[src/rtl/pll_relock_pkg.sv]
package pll_relock_pkg;
   typedef enum logic [1:0] {
      RSP_OK      = 2'd0,
      RSP_TIMEOUT = 2'd1,
      RSP_FAULT   = 2'd2
   } rsp_code_e;

   typedef enum logic [2:0] {
      ST_IDLE,
      ST_DIV_PRE,
      ST_PLL_WR,
      ST_WAIT,
      ST_CHECK,
      ST_DIV_POST
   } seq_state_e;

   localparam int STAT_LOCK_BIT = 0;
   localparam int STAT_ERR_BIT  = 1;
   localparam logic IFDIV_BY1 = 1'b0;
   localparam logic IFDIV_BY2 = 1'b1;
endpackage

[src/rtl/relock_timer.sv]
module relock_timer #(
   parameter int WAIT_CYCLES = 10000
) (
   input  logic clk,
   input  logic rst_n,
   input  logic load,
   input  logic active,
   output logic done
);
   generate
      if (WAIT_CYCLES < 1) begin : g_bad
         $error("WAIT_CYCLES must be at least 1");
      end else if (WAIT_CYCLES == 1) begin : g_single
         // a one-cycle wait needs no counter
         assign done = active;
      end else begin : g_count
         localparam int CNT_W = $clog2(WAIT_CYCLES);
         localparam logic [CNT_W-1:0] LOAD_VAL = CNT_W'(WAIT_CYCLES - 1);
         logic [CNT_W-1:0] cnt_q;

         always_ff @(posedge clk or negedge rst_n) begin
            if (!rst_n)                     cnt_q <= '0;
            else if (load)                  cnt_q <= LOAD_VAL;
            else if (active && cnt_q != '0) cnt_q <= cnt_q - 1'b1;
         end

         assign done = active && (cnt_q == '0);
      end
   endgenerate
endmodule

[src/rtl/relock_fsm.sv]
module relock_fsm
   import pll_relock_pkg::*;
(
   input  logic       clk,
   input  logic       rst_n,
   input  logic       req_valid,
   input  logic       req_fast,
   input  logic [1:0] pll_status,
   input  logic       wait_done,
   output logic       req_ready,
   output logic       capture,
   output logic       timer_load,
   output logic       timer_active,
   output logic       pll_wr_en,
   output logic       ifdiv_wr_en,
   output logic       ifdiv_wr_data,
   output logic       rsp_valid,
   output logic [1:0] rsp_code
);
   seq_state_e state_q, state_d;
   logic       fast_q;
   logic       rsp_valid_q, rsp_valid_d;
   rsp_code_e  code_q, code_d;

   wire lock_s = pll_status[STAT_LOCK_BIT];
   wire err_s  = pll_status[STAT_ERR_BIT];

   always_comb begin
      state_d     = state_q;
      rsp_valid_d = 1'b0;
      code_d      = code_q;
      unique case (state_q)
         ST_IDLE:     if (req_valid) state_d = req_fast ? ST_DIV_PRE : ST_PLL_WR;
         ST_DIV_PRE:  state_d = ST_PLL_WR;
         ST_PLL_WR:   state_d = ST_WAIT;
         ST_WAIT:     if (wait_done) state_d = ST_CHECK;
         ST_CHECK: begin
            if (!lock_s) begin
               state_d = ST_IDLE; rsp_valid_d = 1'b1; code_d = RSP_TIMEOUT;
            end else if (err_s) begin
               state_d = ST_IDLE; rsp_valid_d = 1'b1; code_d = RSP_FAULT;
            end else if (!fast_q) begin
               state_d = ST_DIV_POST;
            end else begin
               state_d = ST_IDLE; rsp_valid_d = 1'b1; code_d = RSP_OK;
            end
         end
         ST_DIV_POST: begin
            state_d = ST_IDLE; rsp_valid_d = 1'b1; code_d = RSP_OK;
         end
         default:     state_d = ST_IDLE;
      endcase
   end

   always_ff @(posedge clk or negedge rst_n) begin
      if (!rst_n) begin
         state_q     <= ST_IDLE;
         fast_q      <= 1'b0;
         rsp_valid_q <= 1'b0;
         code_q      <= RSP_OK;
      end else begin
         state_q     <= state_d;
         rsp_valid_q <= rsp_valid_d;
         code_q      <= code_d;
         if (capture) fast_q <= req_fast;
      end
   end

   assign req_ready     = (state_q == ST_IDLE);
   assign capture       = req_ready && req_valid;
   assign timer_load    = (state_q == ST_PLL_WR);
   assign timer_active  = (state_q == ST_WAIT);
   assign pll_wr_en     = (state_q == ST_PLL_WR);
   assign ifdiv_wr_en   = (state_q == ST_DIV_PRE) || (state_q == ST_DIV_POST);
   assign ifdiv_wr_data = (state_q == ST_DIV_PRE) ? IFDIV_BY2 : IFDIV_BY1;
   assign rsp_valid     = rsp_valid_q;
   assign rsp_code      = code_q;
endmodule

[src/rtl/pll_relock_seq.sv]
module pll_relock_seq #(
   parameter int CTRL_W      = 32,
   parameter int WAIT_CYCLES = 10000,
   parameter int PD_BIT      = 0,
   parameter int BYP_BIT     = 1
) (
   input  logic              clk,
   input  logic              rst_n,
   input  logic              req_valid,
   output logic              req_ready,
   input  logic [CTRL_W-1:0] req_ctrl,
   input  logic              req_fast,
   output logic              pll_wr_en,
   output logic [CTRL_W-1:0] pll_wr_data,
   input  logic [1:0]        pll_status,
   output logic              ifdiv_wr_en,
   output logic              ifdiv_wr_data,
   output logic              rsp_valid,
   output logic [1:0]        rsp_code
);
   localparam logic [CTRL_W-1:0] CLR_MASK =
      ~((CTRL_W'(1) << PD_BIT) | (CTRL_W'(1) << BYP_BIT));

   generate
      if (CTRL_W < 2 || PD_BIT >= CTRL_W || BYP_BIT >= CTRL_W || PD_BIT == BYP_BIT) begin : g_bad
         $error("control word bit positions do not fit CTRL_W");
      end
   endgenerate

   logic              capture, timer_load, timer_active, wait_done;
   logic [CTRL_W-1:0] ctrl_q;

   always_ff @(posedge clk or negedge rst_n) begin
      if (!rst_n)       ctrl_q <= '0;
      else if (capture) ctrl_q <= req_ctrl & CLR_MASK;
   end

   assign pll_wr_data = ctrl_q;

   relock_fsm u_fsm (
      .clk           (clk),
      .rst_n         (rst_n),
      .req_valid     (req_valid),
      .req_fast      (req_fast),
      .pll_status    (pll_status),
      .wait_done     (wait_done),
      .req_ready     (req_ready),
      .capture       (capture),
      .timer_load    (timer_load),
      .timer_active  (timer_active),
      .pll_wr_en     (pll_wr_en),
      .ifdiv_wr_en   (ifdiv_wr_en),
      .ifdiv_wr_data (ifdiv_wr_data),
      .rsp_valid     (rsp_valid),
      .rsp_code      (rsp_code)
   );

   relock_timer #(.WAIT_CYCLES(WAIT_CYCLES)) u_timer (
      .clk    (clk),
      .rst_n  (rst_n),
      .load   (timer_load),
      .active (timer_active),
      .done   (wait_done)
   );
endmodule

[config.mk]
export PLATFORM = sky130hd
export DESIGN_NAME = pll_relock_seq
export DESIGN_NICKNAME = d
export VERILOG_FILES = /design/src/rtl/pll_relock_pkg.sv /design/src/rtl/relock_timer.sv /design/src/rtl/relock_fsm.sv /design/src/rtl/pll_relock_seq.sv
export SDC_FILE = /design/constraint.sdc
export NUM_CORES = 1
export LEC_CHECK = 0
export BUFFER_PORTS_ARGS = -buffer_cell sky130_fd_sc_hd__buf_2
export CAP_MARGIN = 10
export CORE_MARGIN = 2
export CORE_UTILIZATION = 45
export CTS_CLUSTER_SIZE = 20
export DETAILED_ROUTE_END_ITERATION = 7
export GPL_TIMING_DRIVEN = 0
export PLACE_DENSITY = 0.72
export SYNTH_ARGS = -nofsm -noshare
export SYNTH_HDL_FRONTEND = slang
export SYNTH_SLANG_ARGS = --single-unit
[constraint.sdc]
create_clock -name clk -period 2.1 [get_ports clk]
set_input_delay 0.42 -clock clk [delete_from_list [all_inputs] [get_ports clk]]
set_output_delay 0.42 -clock clk [all_outputs]
set_load 0.005 [all_outputs]
==> qor.csv, run 1 <==
metric;value;unit
clk_lat worst skew;0.31;ns
IO Count;77;
CP Launch Type;register;
CP Capture Type;register;
final core occ;57.37;%
die span in y;76.26;um
clk_skew;0.01021;ns
Post-Syn Instances;195;
post-synthesis register bit count;51;
gr usage total;16.19;%
CTS Buf Count;5;
initial core utilization;46.30;%
status;complete, no violations;
clk root buf;clkbuf_8;
GR Overflow Total;0;
critical path class;reg -> reg;
minimum clock period;1.960;ns
Fin Hold WS;0.3182;ns
register area share after synthesis;54.31;%
Layout Nets;314;
Arr. time, crit path;2.14;ns
Synth-to-Final Area Change;23.91;%
Crit Path Max Fanout;7;
number of flops mapped to enable cells by yosys;0;
Synth warnings;0;
die area;5816;um^2
Post-Route WL;4372;um
leakage power;1.403;nW
area post-placement;2801;um^2
Avg Inst Size Synth;12.05;um^2
total number of vias;1750;
cell with the most instances after synthesis;dfrtp_1;
top cell type's share of synthesized area;54.31;%
CTS tree;done;
PD cells;932.3;nW/um^2
cells on worst reg2reg path;7;
row count;26;
Worst Hold Class;in -> async;
H-tree levels;2;
hold-fix buffer count after cts;0;
Slew Limit Fails;0;
unique cell type count in the Yosys netlist;48;
post-route setup TNS;0;ns
max-cap viol count;0;
synth cell count leaders;51 x dfrtp_1, 27 x mux2_2, 14 x nor2_1, 9 x nand2_1;
worst-case vdd ir drop;0.0003917;V
DR WL/cell;12.64;um
final setup violation count;0;
count of cells resized by post-cts repair;2;
Critical Path RT;2.28;ns
initial antenna violation count;0;
drt first pass iters;4;
post-DP HPWL;3217;um
fmax;510.2;MHz
vias in the first global route;1711;
Fin. Hold Viols;0;
period utilization;93.34;%
design area;2912;um^2
# DRC;0;
drt via density;5.058;
clock tree sinks;51;
top_reg_cell synth;dfrtp_1;
Async SR Flop Fraction;100.0;%
RSZ-0062 raised after global routing;no;
Worst Max-Slew Pin Slew;1.109;ns
area leader, netlist;dfrtp_1;
clock input transition at the sequential cells of the worst setup and hold paths;0.10;ns
global-route wire length before repair;7665;um
layout cells sized above 1;46.38;%
CTS Buffer Depth;2;
Fillers;453;
GP Congestion;0.7663;
number of DRC markers in iteration 0;38;
n_diodes;0;
Core ar.;5075;um^2
mapped cell area;2350;um^2
Die Wd;76.26;um
relative slew slack;26.07;%
Area contributors post-synth;dfrtp_1 54%, mux2_2 13%, mux2i_1 2.6%;
Post-CTS Repair Setup Buffers;0;
largest net degree at the start of global routing;52;
IO Port Bufs;72;
Final ANT Viol Nets;0;
-- worst max-delay path: stages, from the launching register on --
cell,delay (ns)
dfrtp_1,0.43
inv_1,0.07
ha_1,0.30
nor3b_1,0.27
and4_1,0.21
buf_2,0.16
nor2_1,0.07
or3_1,0.31
-- cell families after synthesis --
kind of cell | count (synthesis) | synth area share [%]
AOI/OAI and AO/OA | 25 | 7.136
adders and majority gates | 1 | 0.5324
buffers and inverters | 17 | 3.993
DFF | 51 | 54.31
muxes | 37 | 17.41
other | 1 | 0.1596
and+or+nand+nor | 63 | 16.45
-- where the power goes --
group	total [W]	internal (W)	leakage, nW	switching, W
sequential	0.00137	0.00119	0.615	0.000182
clock	0.000623	0.000300	0.0505	0.000323
combinational	0.000722	0.000360	0.737	0.000361
total	0.00271	0.00185	1.40	0.000866
-- sequential cells by signal, indices dropped and copies added (netlist names) --
signal and count:
u_timer.g_count.cnt_q 14, u_fsm.rsp_valid 1, u_fsm.fast_q 1, u_fsm.state_q 3
pll_wr_data 30, u_fsm.rsp_code 2
-- per-layer routing --
metal / wire [um] / GRT usage [%] / up-vias
li1: - / - / 853
met2: 2107 / 27.61 / 50
met1: 1926 / 18.98 / 839
met3: 224 / 4.384 / 8
met5: 0 / 0 / -
met4: 114 / 7.636 / 0
-- area by class of cell --
class	count	area [um^2]	area share, %
buffer	10	67.56	2.321
clock buffer	7	96.34	3.309
clock inverter	1	7.507	0.2578
inverter	7	27.53	0.9454
multi-input combinational	128	988.4	33.95
sequential	51	1276	43.83
tap	70	87.58	3.008
timing repair buffer	72	360.3	12.38
-- cells in the final DEF, fill, tap and decap left out, types with 3 or more instances in the layout --
master | netlist | routed
a21oi_1 | 6 | 6
nand2b_1 | 4 | 4
and2_1 | 3 | 3
mux2_2 | 27 | 27
nand2_1 | 9 | 8
clkbuf_8 | 0 | 7
mux2_1 | 4 | 4
mux2i_1 | 6 | 6
nor3_1 | 4 | 4
o21ai_0 | 6 | 6
buf_2 | 3 | 75
dfrtp_1 | 51 | 51
buf_4 | 5 | 5
a211o_1 | 3 | 3
nand4_1 | 3 | 3
nand3_1 | 4 | 4
nor2_1 | 14 | 14
inv_1 | 6 | 6
-- metrics by stage --
step,setup slack [ns],instances,power [W]
final,0.1399,346,0.002714
after global placement,0.1868,338,0.002087
after detailed placement,0.1533,338,0.002118
after CTS,0.07826,346,0.002740
after global routing,0.01201,346,0.002905
after floorplan,0.3661,196,0.001838
-- worst paths after layout --
kind	endpoint	from	slack, ns
min	u_timer.g_count.cnt_q[8]$_DFFE_PN0P_	rst_n	0.32
max	u_fsm.state_q[0]$_DFFE_PN0P_	u_timer.g_count.cnt_q[0]$_DFFE_PN0P_	0.14
max reg2reg	u_fsm.state_q[0]$_DFFE_PN0P_	u_timer.g_count.cnt_q[0]$_DFFE_PN0P_	0.14
min reg2reg	pll_wr_data[15]$_DFFE_PN0P_	pll_wr_data[15]$_DFFE_PN0P_	0.49
min in group clk	pll_wr_data[15]$_DFFE_PN0P_	req_ctrl[15]	0.34
max in group asynchronous	u_timer.g_count.cnt_q[1]$_DFFE_PN0P_	rst_n	1.11
Note: power is estimated with default switching activity, not from simulation.
==> run 2, diff against run 1 <==
==> constraint.sdc (replaced) <==
create_clock -name clk -period 1.95 [get_ports clk]
set_input_delay 0.39 -clock clk [delete_from_list [all_inputs] [get_ports clk]]
set_output_delay 0.39 -clock clk [all_outputs]
set_load 0.005 [all_outputs]
==> run 2 against run 1 <==
Effect of this change:
- clock skew shrank 0.0012 ns
- setup slack lost 0.034 ns
- register-to-register slack lost 0.03 ns
- first-iteration DRC count shrank 7.9%
- count of clock-buffer cells in the layout is the same
- design area grew 0.82%
- sequential power grew 8%
- via count is essentially flat
- final cell count is the same
- clock power grew 7.9%
- routed wire length grew 1.2%
- critical path depth is the same
- highest routed layer unchanged
==> qor.csv, run 2 (same netlist as run 1, synthesis figures left out) <==
metric;value;unit;change
status;complete, no violations;;unchanged
Post-CTS Repair Setup Buffers;0;;unchanged
max-cap viol count;0;;unchanged
Worst Max-Slew Pin Slew;1.111;ns;was 1.109 ns
H-tree levels;2;;unchanged
global-route wire length before repair;7665;um;unchanged
worst-case vdd ir drop;0.0004269;V;was 0.0003917 V
post-DP HPWL;3217;um;unchanged
clk root buf;clkbuf_8;;unchanged
Final ANT Viol Nets;0;;unchanged
gr usage total;16.19;%;unchanged
clock tree sinks;51;;unchanged
Crit Path Max Fanout;7;;unchanged
GP Congestion;0.7663;;unchanged
Worst path max stage delay;0.42;ns;was 0.43 ns
layout cells sized above 1;47.46;%;was 46.38%
period utilization;94.59;%;was 93.34%
Synth-to-Final Area Change;24.92;%;was 23.91%
drt via density;5.061;;was 5.058
number of DRC markers in iteration 0;35;;was 38
PD cells;1002;nW/um^2;was 932.3 nW/um^2
fmax;542.1;MHz;was 510.2 MHz
final setup violation count;0;;unchanged
leakage power;1.412;nW;was 1.403 nW
Die Wd;76.26;um;unchanged
Post-Route WL;4426;um;was 4372 um
initial core utilization;46.30;%;unchanged
DR WL/cell;12.79;um;was 12.64 um
post-route setup TNS;0;ns;unchanged
design area;2935;um^2;was 2912 um^2
crit-path cells;inv_1, ha_2, nor3b_2, and4_1, buf_2, nor2_1, or3_1;;was inv_1, ha_1, nor3b_1, and4_1, buf_2, nor2_1, or3_1
cell at the slowest stage of the critical path;dfrtp_1;;unchanged
IO Port Bufs;72;;unchanged
Fillers;450;;was 453
Critical Path RT;2.13;ns;was 2.28 ns
largest net degree at the start of global routing;52;;unchanged
total number of vias;1751;;was 1750
most common cell after layout, fill and taps aside;buf_2;;unchanged
area of the multi-input gates;1012;um^2;was 988.4 um^2
die span in y;76.26;um;unchanged
# DRC;0;;unchanged
area post-placement;2801;um^2;unchanged
Fin. Hold Viols;0;;unchanged
CP Capture Type;register;;unchanged
GR Overflow Total;0;;unchanged
relative slew slack;25.94;%;was 26.07%
Layout Nets;314;;unchanged
CTS Buf Count;5;;unchanged
die area;5816;um^2;unchanged
max reg flops;30;;unchanged
vias in the first global route;1710;;was 1711
n_diodes;0;;unchanged
critical path class;reg -> reg;;unchanged
clk_lat worst skew;0.30;ns;was 0.31 ns
minimum clock period;1.845;ns;was 1.960 ns
IO Count;77;;unchanged
clock input transition at the sequential cells of the worst setup and hold paths;0.10;ns;about the same
CTS Buffer Depth;2;;unchanged
CTS tree;done;;unchanged
CP Launch Type;register;;unchanged
most frequent cells in the layout;75 x buf_2, 51 x dfrtp_1, 27 x mux2_2;;unchanged
Slew Limit Fails;0;;unchanged
clk_skew;0.008967;ns;was 0.01021 ns
initial antenna violation count;0;;unchanged
Arr. time, crit path;2.02;ns;was 2.14 ns
Core ar.;5075;um^2;unchanged
Worst Hold Class;in -> async;;unchanged
RSZ-0062 raised after global routing;no;;unchanged
Storage cell area;1276;um^2;unchanged
row count;26;;unchanged
drt first pass iters;4;;unchanged
[run 2: layout make-up]
cell class                      instances  area share [%]
Buffer                                 10           2.302
Clock buffer                            7           3.282
Clock inverter                          1          0.2558
Inverter                                7          0.9378
Multi-Input combinational cell        128           34.48
Sequential cell                        51           43.48
Tap cell                               70           2.984
Timing Repair Buffer                   72           12.28
[run 2: worst paths after layout]
kind | from | end | slack [ns] | depth (start not counted)
hold reg to reg | pll_wr_data[15]$_DFFE_PN0P_ | pll_wr_data[15]$_DFFE_PN0P_ | 0.49 | 1
setup / recovery | u_timer.g_count.cnt_q[0]$_DFFE_PN0P_ | u_fsm.state_q[0]$_DFFE_PN0P_ | 0.11 | 7
min in group clk | req_ctrl[15] | pll_wr_data[15]$_DFFE_PN0P_ | 0.31 | 2
hold / removal | rst_n | u_timer.g_count.cnt_q[8]$_DFFE_PN0P_ | 0.29 | 1
setup reg to reg | u_timer.g_count.cnt_q[0]$_DFFE_PN0P_ | u_fsm.state_q[0]$_DFFE_PN0P_ | 0.11 | 7
max in group asynchronous | rst_n | pll_wr_data[31]$_DFFE_PN0P_ | 0.98 | 1
[run 2: what timing repair did]
action,4_1_cts,5_1_grt
cloned,0,0
gates resized for setup,4,4
endpoints found under the setup margin,2,3
hold buffers,0,0
endpoints found under the hold margin,0,0
[run 2: per-stage QoR]
stage	total power (W)	cells	util (%)	setup slack, ns	hold WS, ns
6_report	0.002942	346	57.84	0.1055	0.2909
4_1_cts	0.002956	346	57.42	0.01057	0.3045
3_5_place_dp	0.002281	338	55.20	0.003266	0.4729
2_1_floorplan	0.001980	196	-	0.2161	0.09441
3_3_place_gp	0.002248	338	55.20	0.03678	0.4624
5_1_grt	0.003147	346	57.84	0.001543	0.3003
[run 2: power by group]
part	switching, W	total, W	internal, W
clock network	0.000348	0.000672	0.000323
registers	0.000201	0.00148	0.00128
logic	0.000394	0.000791	0.000396
total	0.000944	0.00294	0.00200
[run 2: routing by layer]
layer	wire, um	vias to the layer above	track usage (%)	part of all wire (%)
met2	2142	56	27.61	48
met5	0	-	0	0
met1	1936	837	18.98	44
met3	232	8	4.384	5.2
met4	114	0	7.636	2.6
li1	-	850	-	-
[run 2: critical path: cells and delay by family, from the launching register on]
family / cells / cell delay, ns
buffers and inverters: 2 / 0.24
flip-flops: 1 / 0.42
adder cells (fa/ha/maj): 1 / 0.25
AND/OR/NAND/NOR: 4 / 0.79
